## src/rtl/sbus_pkg.sv

```systemverilog
package sbus_pkg;

    typedef enum logic [2:0] {
        PH_IDLE  = 3'd0,
        PH_T1    = 3'd1,
        PH_T2    = 3'd2,
        PH_TW    = 3'd3,
        PH_T3    = 3'd4,
        PH_ABORT = 3'd5
    } phase_e;

    // Phases in which the address strobe is asserted.
    function automatic logic strobe_phase(phase_e p);
        return (p == PH_T1) || (p == PH_T2) || (p == PH_TW) || (p == PH_T3);
    endfunction

    // Phases in which write data may be driven.
    function automatic logic data_phase(phase_e p);
        return (p == PH_T2) || (p == PH_TW) || (p == PH_T3);
    endfunction

    // Phases that end with a WAIT sample.
    function automatic logic wait_sample_phase(phase_e p);
        return (p == PH_T2) || (p == PH_TW);
    endfunction

endpackage

```

## src/rtl/sbus_phase_fsm.sv

```systemverilog
module sbus_phase_fsm
    import sbus_pkg::*;
#(
    parameter int WAIT_LIMIT = 16
) (
    input  logic   clk,
    input  logic   rst,
    input  logic   start,
    input  logic   bus_wait,
    output phase_e phase,
    output logic   capture
);
    localparam int CNT_W = $clog2(WAIT_LIMIT + 1);
    localparam logic [CNT_W-1:0] LAST_TW = CNT_W'(WAIT_LIMIT - 1);

    phase_e           phase_q, phase_d;
    logic [CNT_W-1:0] tw_cnt_q;

    always_comb begin
        phase_d = phase_q;
        unique case (phase_q)
            PH_IDLE:  if (start) phase_d = PH_T1;
            PH_T1:    phase_d = PH_T2;
            PH_T2:    phase_d = bus_wait ? PH_TW : PH_T3;
            PH_TW: begin
                if (!bus_wait)               phase_d = PH_T3;
                else if (tw_cnt_q == LAST_TW) phase_d = PH_ABORT;
                else                          phase_d = PH_TW;
            end
            PH_T3:    phase_d = PH_IDLE;
            PH_ABORT: phase_d = PH_IDLE;
            default:  phase_d = PH_IDLE;
        endcase
    end

    always_ff @(posedge clk) begin
        if (rst) begin
            phase_q  <= PH_IDLE;
            tw_cnt_q <= '0;
        end else begin
            phase_q <= phase_d;
            if (phase_q == PH_T2)
                tw_cnt_q <= '0;
            else if (phase_q == PH_TW && bus_wait)
                tw_cnt_q <= tw_cnt_q + 1'b1;
        end
    end

    assign phase   = phase_q;
    assign capture = wait_sample_phase(phase_q) && !bus_wait;

endmodule

```

## src/rtl/sbus_xfer_regs.sv

```systemverilog
module sbus_xfer_regs #(
    parameter int ADDR_W = 32,
    parameter int DATA_W = 32
) (
    input  logic              clk,
    input  logic              rst,
    input  logic              load,
    input  logic              req_write,
    input  logic [ADDR_W-1:0] req_addr,
    input  logic [DATA_W-1:0] req_wdata,
    input  logic              capture,
    input  logic [DATA_W-1:0] bus_din,
    output logic [ADDR_W-1:0] addr_q,
    output logic              write_q,
    output logic [DATA_W-1:0] wdata_q,
    output logic [DATA_W-1:0] rdata_q
);
    always_ff @(posedge clk) begin
        if (rst) begin
            addr_q  <= '0;
            write_q <= 1'b0;
            wdata_q <= '0;
            rdata_q <= '0;
        end else if (load) begin
            addr_q  <= req_addr;
            write_q <= req_write;
            wdata_q <= req_wdata;
            rdata_q <= '0;
        end else if (capture && !write_q) begin
            rdata_q <= bus_din;
        end
    end

endmodule

```

## src/rtl/sbus_master.sv

```systemverilog
module sbus_master
    import sbus_pkg::*;
#(
    parameter int ADDR_W     = 32,
    parameter int DATA_W     = 32,
    parameter int WAIT_LIMIT = 16
) (
    input  logic              clk,
    input  logic              rst,
    input  logic              req_valid,
    output logic              req_ready,
    input  logic              req_write,
    input  logic [ADDR_W-1:0] req_addr,
    input  logic [DATA_W-1:0] req_wdata,
    output logic              rsp_valid,
    output logic              rsp_err,
    output logic [DATA_W-1:0] rsp_rdata,
    output logic [ADDR_W-1:0] bus_addr,
    output logic              bus_as,
    output logic              bus_rnw,
    input  logic              bus_wait,
    output logic [DATA_W-1:0] bus_dout,
    output logic              bus_doe,
    input  logic [DATA_W-1:0] bus_din
);
    phase_e            phase;
    logic              capture;
    logic              accept;
    logic              write_q;
    logic [ADDR_W-1:0] addr_q;
    logic [DATA_W-1:0] wdata_q;
    logic [DATA_W-1:0] rdata_q;

    assign req_ready = (phase == PH_IDLE);
    assign accept    = req_valid && req_ready;

    sbus_phase_fsm #(
        .WAIT_LIMIT(WAIT_LIMIT)
    ) i_fsm (
        .clk     (clk),
        .rst     (rst),
        .start   (accept),
        .bus_wait(bus_wait),
        .phase   (phase),
        .capture (capture)
    );

    sbus_xfer_regs #(
        .ADDR_W(ADDR_W),
        .DATA_W(DATA_W)
    ) i_regs (
        .clk      (clk),
        .rst      (rst),
        .load     (accept),
        .req_write(req_write),
        .req_addr (req_addr),
        .req_wdata(req_wdata),
        .capture  (capture),
        .bus_din  (bus_din),
        .addr_q   (addr_q),
        .write_q  (write_q),
        .wdata_q  (wdata_q),
        .rdata_q  (rdata_q)
    );

    assign bus_addr  = addr_q;
    assign bus_rnw   = !write_q;
    assign bus_as    = strobe_phase(phase);
    assign bus_doe   = write_q && data_phase(phase);
    assign bus_dout  = wdata_q;
    assign rsp_valid = (phase == PH_T3) || (phase == PH_ABORT);
    assign rsp_err   = (phase == PH_ABORT);
    assign rsp_rdata = rdata_q;

endmodule

```

## config.mk

```make
export PLATFORM = sky130hd
export DESIGN_NAME = sbus_master
export DESIGN_NICKNAME = d
export VERILOG_FILES = /design/src/rtl/sbus_pkg.sv /design/src/rtl/sbus_phase_fsm.sv /design/src/rtl/sbus_xfer_regs.sv /design/src/rtl/sbus_master.sv
export SDC_FILE = /design/constraint.sdc
export NUM_CORES = 1
export LEC_CHECK = 0
export ABC_AREA = 0
export CAP_MARGIN = 40
export CORE_MARGIN = 4
export CORE_UTILIZATION = 50
export DETAILED_ROUTE_END_ITERATION = 8
export DONT_BUFFER_PORTS = 1
export SETUP_SLACK_MARGIN = 0.4
export SLEW_MARGIN = 30
export SYNTH_ARGS = -nofsm -noshare
export SYNTH_HDL_FRONTEND = slang
export SYNTH_HIERARCHICAL = 1
export SYNTH_SLANG_ARGS = --single-unit
export TNS_END_PERCENT = 50
```

## constraint.sdc

```tcl
create_clock -name clk -period 2.1 [get_ports clk]
set_input_delay 0.315 -clock clk [delete_from_list [all_inputs] [get_ports clk]]
set_output_delay 0.315 -clock clk [all_outputs]
set_load 0.03 [all_outputs]
```

==> summary.txt, run 1 <==
placed instance count: 485
DR top layer: met4
Post-DRT Antenna Nets: 0
clock tree from TritonCTS: built
H-tree depth reported by CTS: 3
max-capacitance violation count: 0
areal power density over the cells: 964 nW/µm²
routed wl met3: 1.03 mm
routed vias/inst: 5.22
largest net degree at the start of global routing: 71
Rel. slew slack: 73.3%
1st-iter DRT viols: 103
Sequential cell area: 2110 µm²
Worst Hold Class: in2reg
DIE AREA: 9560 µm²
Worst Max-Slew Pin Slew: 0.399 ns
remaining global-route overflow: 0
worst path arrival time: 1.31 ns
horizontal die dimension: 97.8 µm
endpoint of the worst register-to-register path: i_regs/wdata_q[2]
fill cell instance count of the final layout: 709
total wire length after detailed routing: 8.75 mm
number of max-slew violations in the final report: 0
count of cells along the worst hold path: 1
first-pass GRT wire length: 13.5 mm
CP max FO: 10
Detail Placement HPWL: 6.04 mm
total routing resource utilization after global routing: 17.2%
buffers from clock root to sink, at most: 2
part of the Yosys area used for sequential elements: 52.2%
CTS clk-pin slew, worst paths: 0.10 ns
Tcrit/Tclk final: 77.3%
Die Y-Extent: 97.8 µm
count of final hold-check violations: 0
effective utilization at floorplan: 51.9%
average routed wire per standard cell: 17.3 µm
non-filler cells, final: 505
status: complete, no violations
CP Capture Type: output pin
Mapped Avg Cell Area: 10.1 µm²
critical path start-end classification: reg2out
metal1 wirelength: 3.75 mm
final period demand of the worst path: 1.62 ns
routed length on met2: 3.85 mm
total nets after synthesis: 502
startpoint types: flip-flop
Vias: 2637
R2R Setup Slk: 0.50 ns
reg2reg path depth: 5
global placement routability congestion: 0.763
I/O pin cnt: 203
required arrival time at the worst endpoint: 1.78 ns
startpoint of the most critical register-to-register path: i_fsm/phase[0]
share of cells above drive strength 1: 17.1%
first drt pass iteration count: 4
worst setup skew after layout: 0.0115 ns
initial antenna violation count: 0
Root Buffer: sky130_fd_sc_hd__clkbuf_8
RSZ-0062 raised after global routing: yes
Core Box Area: 7770 µm²
Finished Core Util: 55.6%
number of inserted diodes: 0
synth unique cells: 34
highest clock frequency the design can meet: 616 MHz
count of unresolved DRC violations after routing: 0
via count of the first global-routing pass: 2533
TritonCTS sink count: 105
Syn Std Cell Area: 4030 µm²
Setup TNS Final: 0 ns
number of buffers created by CTS: 9
register bit total from synthesis: 105
Synth warnings: 6
standby leakage power: 1.66 nW
Max rail drop VDD: 0.000413 V
area taken by multi-input logic gates: 1710 µm²
Site Rows: 32
Setup-failing EPs final: 0
nets@finish: 501
gate count of the mapped netlist: 399
synth-to-layout area growth: 7.18%
startpoint of the worst hold path: rst
Hold EP: i_regs/wdata_q[2]
Clk Latency, worst-skew pair: 0.36 ns
number of buffer cells added on primary ports: 0
[synth_stat cells (all sizes together)]
library cell,n,area (µm²)
a21boi,1,7.51
and3,1,6.26
nand3b,1,7.51
nand3,1,5.00
nor2b,2,15.0
o21a,1,7.51
nand2b,1,6.26
nor3,4,20.0
o31ai,1,7.51
clkbuf,2,7.51
nor4b,1,8.76
inv,3,11.3
or3,2,12.5
a21oi,35,288
dfxtp,105,2100
or2b,1,7.51
nand2,66,248
nor2,70,263
or2,2,12.5
mux2i,67,671
o21ai,2,10.0
ha,2,25.0
o21bai,1,7.51
and2,1,6.26
xor2,1,8.76
nand4b,1,23.8
a22oi,1,7.51
buf,23,225
[worst max-delay path by stage]
stage               slack, ns      startpoint  cells after the start                 end
finish                   0.48  i_fsm/phase[0]                      3              bus_as
global route             0.40  i_fsm/phase[1]                      6   i_regs/rdata_q[8]
CTS                      0.36  i_fsm/phase[2]                      3             bus_doe
detailed placement       0.33  i_fsm/phase[1]                      6  i_regs/rdata_q[16]
global placement         0.41  i_fsm/phase[1]                      6  i_regs/rdata_q[13]
floorplan                0.42  i_fsm/phase[0]                      5    i_regs/addr_q[0]
[routing by layer]
layer,vias to the layer above,track usage [%]
li1,1308,-
met1,1175,21.5
met2,142,26.3
met3,12,7.71
met4,0,6.07
met5,-,0
[flip-flops by register name, summed over array words and instances, names as in the netlist]
signal          cells
i_regs/write_q      1
i_regs/addr_q      32
i_regs/rdata_q     32
i_fsm/tw_cnt_q      5
i_regs/wdata_q     32
i_fsm/phase         3
[cells by family (layout without fill, tap and decap cells)]
kind of cell	count (synthesis)	after routing	share of synthesized area [%]
buf+inv	28	32	6.06
flops	105	105	52.2
compound gates	42	42	8.33
xor+xnor	1	1	0.217
mux	67	67	16.7
fa+ha+maj	2	2	0.621
simple gates	154	154	15.9
[what timing repair did]
action | 4_1_cts | 5_1_grt
endpoints found under the hold margin | 0 | 2
pin swaps | 0 | 1
resized for setup | 5 | 11
hold buffers | 0 | 2
setup endpoints to repair | 45 | 95
cloned | 0 | 1
setup buffers | 0 | 1
[where the power goes]
group	internal, mW	switching, mW	leakage [nW]
Clock	0.589	0.678	0.103
Combinational	0.214	0.250	0.700
Sequential	2.11	0.320	0.860
Total	2.91	1.25	1.66
[cell usage in the layout (no fill, tap or decap), types with 3 or more instances in the layout]
| cell | count |
|---|---|
| sky130_fd_sc_hd__a21oi_1 | 5 |
| sky130_fd_sc_hd__a21oi_2 | 30 |
| sky130_fd_sc_hd__buf_4 | 5 |
| sky130_fd_sc_hd__buf_6 | 3 |
| sky130_fd_sc_hd__clkbuf_8 | 11 |
| sky130_fd_sc_hd__dfxtp_1 | 101 |
| sky130_fd_sc_hd__inv_1 | 3 |
| sky130_fd_sc_hd__mux2i_1 | 67 |
| sky130_fd_sc_hd__nand2_1 | 66 |
| sky130_fd_sc_hd__nor2_1 | 69 |
| sky130_fd_sc_hd__nor3_1 | 3 |
[stage by stage]
step / hold slack [ns] / setup slack [ns] / total power [mW] / area (µm²)
after floorplan: 0.392 / 0.419 / 2.89 / 4030
after global placement: 0.393 / 0.406 / 2.90 / 4030
after detailed placement: 0.398 / 0.331 / 2.91 / 4030
after CTS: 0.000149 / 0.357 / 4.19 / 4240
after global routing: -0.00146 / 0.399 / 4.35 / 4320
final: 0.0215 / 0.476 / 4.16 / 4320
[critical path, cell delays in order, from the launching register on]
cell	delay [ns]
sky130_fd_sc_hd__dfxtp_2	0.48
sky130_fd_sc_hd__nor3_2	0.08
sky130_fd_sc_hd__buf_4	0.18
sky130_fd_sc_hd__nor2_4	0.23
[layout make-up]
| cell class | instances | area share [%] |
|---|---|---|
| multi-input cells | 266 | 39.7 |
| clock inverters | 6 | 1.51 |
| inverters | 3 | 0.261 |
| well taps | 102 | 2.96 |
| clock buffers | 10 | 3.19 |
| flip-flops and latches | 105 | 48.9 |
| repair buffers | 13 | 3.48 |
(Power assumes the default switching activity.)
==> run 2, diff against run 1 <==
Clock period 2.1 ns to 1.7 ns, I/O delays scaled along.
==> run 2 against run 1 <==
  * The flow now finishes with violations (hold timing)
  * Via count grew 6.4%
  * Cell area is 12% higher
  * Core utilization rose by 6.9 points
  * Critical path type is now reg2reg
  * Highest routed layer unchanged
==> summary.txt, run 2 (synthesized netlist as in run 1, its figures left out) <==
status: complete, but fails checks
failing checks: hold timing
number of buffer cells added on primary ports: 0 (unchanged)
power consumption: 5.38 mW (+29%)
registers with the most flip-flops: i_regs/addr_q (32), i_regs/rdata_q (32), i_regs/wdata_q (32)
average routed wire per standard cell: 18.8 µm (+8.3%)
Max rail drop VDD: 0.000586 V (+42%)
horizontal die dimension: 97.8 µm (unchanged)
number of max-slew violations in the final report: 0 (unchanged)
Setup-failing EPs final: 0 (unchanged)
max-capacitance violation count: 0 (unchanged)
worst path arrival time: 1.84 ns (+0.53 ns)
remaining global-route overflow: 0 (unchanged)
reg2reg path depth: 7 (+2)
worst setup skew after layout: 0.0106 ns (-0.000916 ns)
Detail Placement HPWL: 6.14 mm (+1.6%)
H-tree depth reported by CTS: 3 (unchanged)
Die Y-Extent: 97.8 µm (unchanged)
most frequent cells in the layout: sky130_fd_sc_hd__dfxtp_1, sky130_fd_sc_hd__nor2_1, sky130_fd_sc_hd__mux2i_1, sky130_fd_sc_hd__nand2_1, sky130_fd_sc_hd__a21oi_2
critical path start-end classification: reg2reg
Finished Core Util: 62.4% (+6.9 points)
first-pass GRT wire length: 14.7 mm (+9.4%)
DIE AREA: 9560 µm² (unchanged)
highest clock frequency the design can meet: 633 MHz
Vias: 2806 (+6.4%)
cell chain of the critical path: nor4b_4 -> buf_6 -> buf_12 -> buf_8 -> or2_4 -> clkbuf_16 -> a21oi_2
I/O pin cnt: 203 (unchanged)
share of cells above drive strength 1: 25.1% (+7.9 points)
required arrival time at the worst endpoint: 1.96 ns (+0.18 ns)
largest net degree at the start of global routing: 71 (unchanged)
category of cells accounting for the largest share of critical-path delay: buffers and inverters
TritonCTS sink count: 105 (unchanged)
count of cells along the worst hold path: 1 (unchanged)
CTS clk-pin slew, worst paths: 0.09 ns (about the same)
share of total power in the clock network: 27.4% (-3.1 points)
fill cell instance count of the final layout: 646 (-8.9%)
Post-DRT Antenna Nets: 0 (unchanged)
1st-iter DRT viols: 91 (-12%)
total wire length after detailed routing: 10.0 mm (+14%)
first drt pass iteration count: 4 (unchanged)
count of unresolved DRC violations after routing: 0 (unchanged)
Root Buffer: sky130_fd_sc_hd__clkbuf_8
initial antenna violation count: 0 (unchanged)
Worst Hold Class: in2reg
relative contribution of sequential cells to total power: 55.6% (-2.8 points)
Worst Max-Slew Pin Slew: 0.441 ns (+0.0417 ns)
area taken by multi-input logic gates: 1760 µm² (+2.8%)
CP Capture Type: flip-flop
clock tree from TritonCTS: built
CP max FO: 8 (-2)
Tcrit/Tclk final: 92.9%
Clk Latency, worst-skew pair: 0.36 ns (about the same)
standby leakage power: 1.90 nW (+14%)
nets@finish: 529 (+5.6%)
Hold Worst Slack: -0.0423 ns (-0.0638 ns)
cell-internal power: 3.75 mW (+29%)
Sequential cell area: 2120 µm² (+0.24%)
count of final hold-check violations: 34 (+34)
Layout Cell Area excl Fill: 4850 µm² (+12%)
Worst Path Buf+Inv: 4 (+3)
Rel. slew slack: 70.6% (-2.8 points)
buffers from clock root to sink, at most: 2 (unchanged)
Setup TNS Final: 0 ns (unchanged)
Core Box Area: 7770 µm² (unchanged)
Placement Cell Area: 4120 µm² (+2.3%)
number of inserted diodes: 0 (unchanged)
Worst path max stage delay: 0.38 ns (-0.10 ns)
Site Rows: 32 (unchanged)
leading cell type in the layout, fill and taps excluded: sky130_fd_sc_hd__dfxtp_1
global placement routability congestion: 0.752 (-1.5%)
net switching share of the total power: 30.3% (+0.29 points)
Logic pwr share: 17.0% (+5.9 points)
routed vias/inst: 5.26 (+0.82%)
RSZ-0062 raised after global routing: yes
total routing resource utilization after global routing: 18.9% (+1.8 points)
synth-to-layout area growth: 20.4%
net switching power of the design: 1.63 mW (+31%)
startpoint types: flip-flop
Crit-path slowest cell: sky130_fd_sc_hd__dfxtp_4
number of buffers created by CTS: 9 (unchanged)
critical path depth: 7 (+4)
via count of the first global-routing pass: 2694 (+6.4%)
final period demand of the worst path: 1.58 ns
effective utilization at floorplan: 51.9% (unchanged)
areal power density over the cells: 1110 nW/µm² (+15%)
-- run 2: changes by cell type in the layout (fill, tap and decap cells not counted), moves of 3 or more --
cell / change
sky130_fd_sc_hd__buf_4: +10
sky130_fd_sc_hd__clkbuf_16: +7
sky130_fd_sc_hd__buf_16: +6
sky130_fd_sc_hd__buf_8: +4
sky130_fd_sc_hd__buf_6: +3
-- run 2: final timing paths --
path | startpoint | endpoint | slack [ns]
max | i_fsm/phase[1] | i_regs/rdata_q[13] | 0.12
min | rst | i_regs/wdata_q[2] | -0.04
max reg2reg | i_fsm/phase[1] | i_regs/rdata_q[13] | 0.12
min reg2reg | i_fsm/tw_cnt_q[4] | i_fsm/tw_cnt_q[4] | 0.46
-- run 2: timing repair --
item                                   CTS  global route
endpoints found under the hold margin   68            68
buffers inserted                         8             7
gates resized for setup                 24            12
pin swaps                                5             5
cloned                                   4             8
setup endpoints to repair              107           110
-- run 2: per-layer routing --
layer | part of all wire [%] | vias to the layer above | GRT usage, %
met3 | 11 | 14 | 8.29
met4 | 1.5 | 0 | 7.14
met2 | 45 | 140 | 28.8
li1 | - | 1373 | -
met1 | 42 | 1279 | 23.8
met5 | 0 | - | 0
-- run 2: cell type report --
type	instances	area share, %
flip-flops and latches	105	43.7
multi-input cells	266	36.3
repair buffers	41	13.2
clock buffers	12	3.22
well taps	102	2.63
clock inverters	4	0.722
inverters	3	0.232
-- run 2: power groups by stage --
stage          Combinational (mW)  Clock (mW)  Sequential [mW]
6_report                    0.917        1.47             2.99
5_1_grt                     0.986        1.63             3.01
4_1_cts                     0.747        1.53             2.99
3_5_place_dp                0.599           0             3.05
3_3_place_gp                0.585           0             3.05
2_1_floorplan               0.559           0             3.03
-- run 2: through the flow --
stage	setup WS [ns]	instances
3_3_place_gp	0.184	490
4_1_cts	0.137	518
5_1_grt	0.0510	533
6_report	0.121	533
3_5_place_dp	0.169	490
2_1_floorplan	0.280	399
-- run 2: worst reg2reg max path, cell delays in order (launching register included) --
cell and delay [ns]:
sky130_fd_sc_hd__dfxtp_4 0.38, sky130_fd_sc_hd__nor4b_4 0.29, sky130_fd_sc_hd__buf_6 0.16, sky130_fd_sc_hd__buf_12 0.13
sky130_fd_sc_hd__buf_8 0.11, sky130_fd_sc_hd__or2_4 0.19, sky130_fd_sc_hd__clkbuf_16 0.19, sky130_fd_sc_hd__a21oi_2 0.04
==> run 3, diff against run 2 <==
Settings changed: CORE_UTILIZATION 50 to 62, CTS_CLUSTER_DIAMETER from default to 40, PLACE_DENSITY from default to 0.78.
==> run 3 against run 2 <==
  * Largest cell class unchanged
  * Core utilization increased by 23 points
  * Critical path type unchanged
  * Power is 5.9% higher
  * Combinational power is 8.2% higher
  * Final cell count increased by 0.75%
  * The run still ends with hold timing left
  * Largest power group unchanged
==> summary.txt, run 3 (synthesized netlist as in run 1, its figures left out) <==
status: complete, but fails checks
failing checks: hold timing
Detail Placement HPWL: 6.22 mm (+1.3%)
Clk Latency, worst-skew pair: 0.38 ns (+0.02 ns)
highest clock frequency the design can meet: 628 MHz (-0.89%)
leading cell type in the layout, fill and taps excluded: sky130_fd_sc_hd__dfxtp_1
I/O pin cnt: 203 (unchanged)
first drt pass iteration count: 4 (unchanged)
Max rail drop VDD: 0.000867 V (+48%)
synth-to-layout area growth: 33.5%
nets@finish: 559 (+5.7%)
Rel. slew slack: 72.9% (+2.4 points)
count of final hold-check violations: 68 (+100%)
clock tree from TritonCTS: built
share of cells above drive strength 1: 32.2% (+7.1 points)
Tcrit/Tclk final: 93.7% (+0.83 points)
largest net degree at the start of global routing: 71 (unchanged)
Worst Setup Slack, final: 0.107 ns (-0.0141 ns)
routed vias/inst: 5.85 (+11%)
Worst Max-Slew Pin Slew: 0.406 ns (-0.0351 ns)
horizontal die dimension: 88.6 µm (-9.4%)
CP max FO: 8 (unchanged)
RSZ-0062 raised after global routing: yes
remaining global-route overflow: 0 (unchanged)
required arrival time at the worst endpoint: 2.00 ns (+0.04 ns)
startpoint types: flip-flop
power consumption: 5.70 mW (+5.9%)
met1 Resource Use GR: 27.7% (+3.9 points)
effective utilization at floorplan: 63.8% (+12 points)
most frequent cells in the layout: sky130_fd_sc_hd__dfxtp_1, sky130_fd_sc_hd__nor2_1, sky130_fd_sc_hd__mux2i_1, sky130_fd_sc_hd__nand2_1, sky130_fd_sc_hd__a21oi_2
Worst path max stage delay: 0.41 ns (+0.03 ns)
Core Box Area: 6310 µm² (-19%)
Vias: 3142 (+12%)
total wire length after detailed routing: 12.3 mm (+23%)
number of inserted diodes: 0 (unchanged)
number of buffers created by CTS: 9 (unchanged)
global placement routability congestion: 0.797 (+6.0%)
Site Rows: 29 (-9.4%)
Root Buffer: sky130_fd_sc_hd__clkbuf_8
1st-iter DRT viols: 128 (+41%)
Worst Path Buf+Inv: 2 (-2)
number of buffer cells added on primary ports: 0 (unchanged)
DP Worst Slack: 0.132 ns (-0.0379 ns)
Crit-path slowest cell: sky130_fd_sc_hd__dfxtp_4
number of max-slew violations in the final report: 0 (unchanged)
CP Capture Type: flip-flop
category of cells accounting for the largest share of critical-path delay: simple AND/OR/NAND/NOR gates
count of unresolved DRC violations after routing: 0 (unchanged)
standby leakage power: 2.24 nW (+18%)
Worst Hold Class: in2reg
areal power density over the cells: 1060 nW/µm² (-4.5%)
H-tree depth reported by CTS: 3 (unchanged)
initial antenna violation count: 0 (unchanged)
average routed wire per standard cell: 22.8 µm (+22%)
DIE AREA: 7850 µm² (-18%)
global-route met2 utilization: 42.8% (+14 points)
buffers from clock root to sink, at most: 2 (unchanged)
first-pass GRT wire length: 15.1 mm (+2.4%)
GR Layer Usage met3: 11.5% (+3.3 points)
Setup TNS Final: 0 ns (unchanged)
worst path arrival time: 1.90 ns (+0.06 ns)
critical path start-end classification: reg2reg
Die Y-Extent: 88.6 µm (-9.4%)
Hold Worst Slack: -0.0557 ns (-0.0133 ns)
peak-usage layer in the global routing report: met2
max-capacitance violation count: 0 (unchanged)
Setup-failing EPs final: 0 (unchanged)
Post-DRT Antenna Nets: 0 (unchanged)
registers with the most flip-flops: i_regs/addr_q (32), i_regs/rdata_q (32), i_regs/wdata_q (32)
TritonCTS sink count: 105 (unchanged)
via count of the first global-routing pass: 2973 (+10%)
fill cell instance count of the final layout: 307 (-52%)
total routing resource utilization after global routing: 25.2% (+6.3 points)
CTS clk-pin slew, worst paths: 0.11 ns (+0.02 ns)
worst setup skew after layout: 0.0166 ns (+0.00603 ns)
cell chain of the critical path: or2b_1 -> nor2_2 -> nor2b_4 -> buf_6 -> buf_16 -> nand2_2 -> a21oi_2
final period demand of the worst path: 1.59 ns (+0.0141 ns)
## run 3: changes by cell type in the layout (fill, tap and decap cells not counted), moves of 2 or more
cell | previous run | this run
sky130_fd_sc_hd__nand2_1 | 65 | 36
sky130_fd_sc_hd__dlygate4sd3_1 | 0 | 26
sky130_fd_sc_hd__nand2_4 | 0 | 22
sky130_fd_sc_hd__buf_6 | 6 | 13
sky130_fd_sc_hd__nand2_2 | 1 | 8
sky130_fd_sc_hd__clkbuf_16 | 8 | 3
sky130_fd_sc_hd__a21oi_4 | 0 | 3
sky130_fd_sc_hd__buf_12 | 3 | 6
sky130_fd_sc_hd__a21oi_2 | 32 | 30
sky130_fd_sc_hd__bufinv_16 | 0 | 2
sky130_fd_sc_hd__clkbuf_1 | 2 | 0
sky130_fd_sc_hd__mux2i_1 | 66 | 64
sky130_fd_sc_hd__mux2i_2 | 1 | 3
## run 3: power breakdown
group | switching, mW | internal [mW]
Combinational | 0.455 | 0.537
Sequential | 0.393 | 2.61
Clock | 0.849 | 0.860
## run 3: final cells by class
cell class                      count  area (µm²)  area share (%)
Clock buffer                       10         138            2.56
Clock inverter                      5        80.1            1.49
Inverter                            3        11.3           0.209
Multi-Input combinational cell    266        2020            37.5
Sequential cell                   105        2120            39.4
Tap cell                           77        96.3            1.79
Timing Repair Buffer               71         917            17.1
## run 3: worst paths after layout
path | start | endpoint | slack (ns) | cells past startpoint
min | rst | i_fsm/phase[2] | -0.06 | 1
max reg2reg | i_fsm/phase[1] | i_regs/rdata_q[2] | 0.11 | 7
max | i_fsm/phase[1] | i_regs/rdata_q[2] | 0.11 | 7
min reg2reg | i_fsm/tw_cnt_q[4] | i_fsm/tw_cnt_q[4] | 0.47 | 2
## run 3: metrics by stage
stage	cell area (µm²)	std cells	util (%)
after floorplan	4070	399	-
after global placement	4110	466	65.1
after detailed placement	4110	466	65.1
after CTS	4940	511	78.2
after global routing	5380	537	85.2
final	5380	537	85.2
## run 3: timing repair
| action | CTS | global route |
|---|---|---|
| endpoints found under the setup margin | 108 | 110 |
| endpoints found under the hold margin | 83 | 79 |
| hold buffers | 15 | 11 |
| gates resized for setup | 67 | 41 |
| buffers inserted | 9 | 10 |
| pin swaps | 15 | 15 |
| cloned | 6 | 5 |
## run 3: per-layer routing
metal / up-vias / share of wire, %
met4: 0 / 2.5
met5: - / 0
met3: 33 / 12
li1: 1426 / -
met1: 1489 / 35
met2: 194 / 51
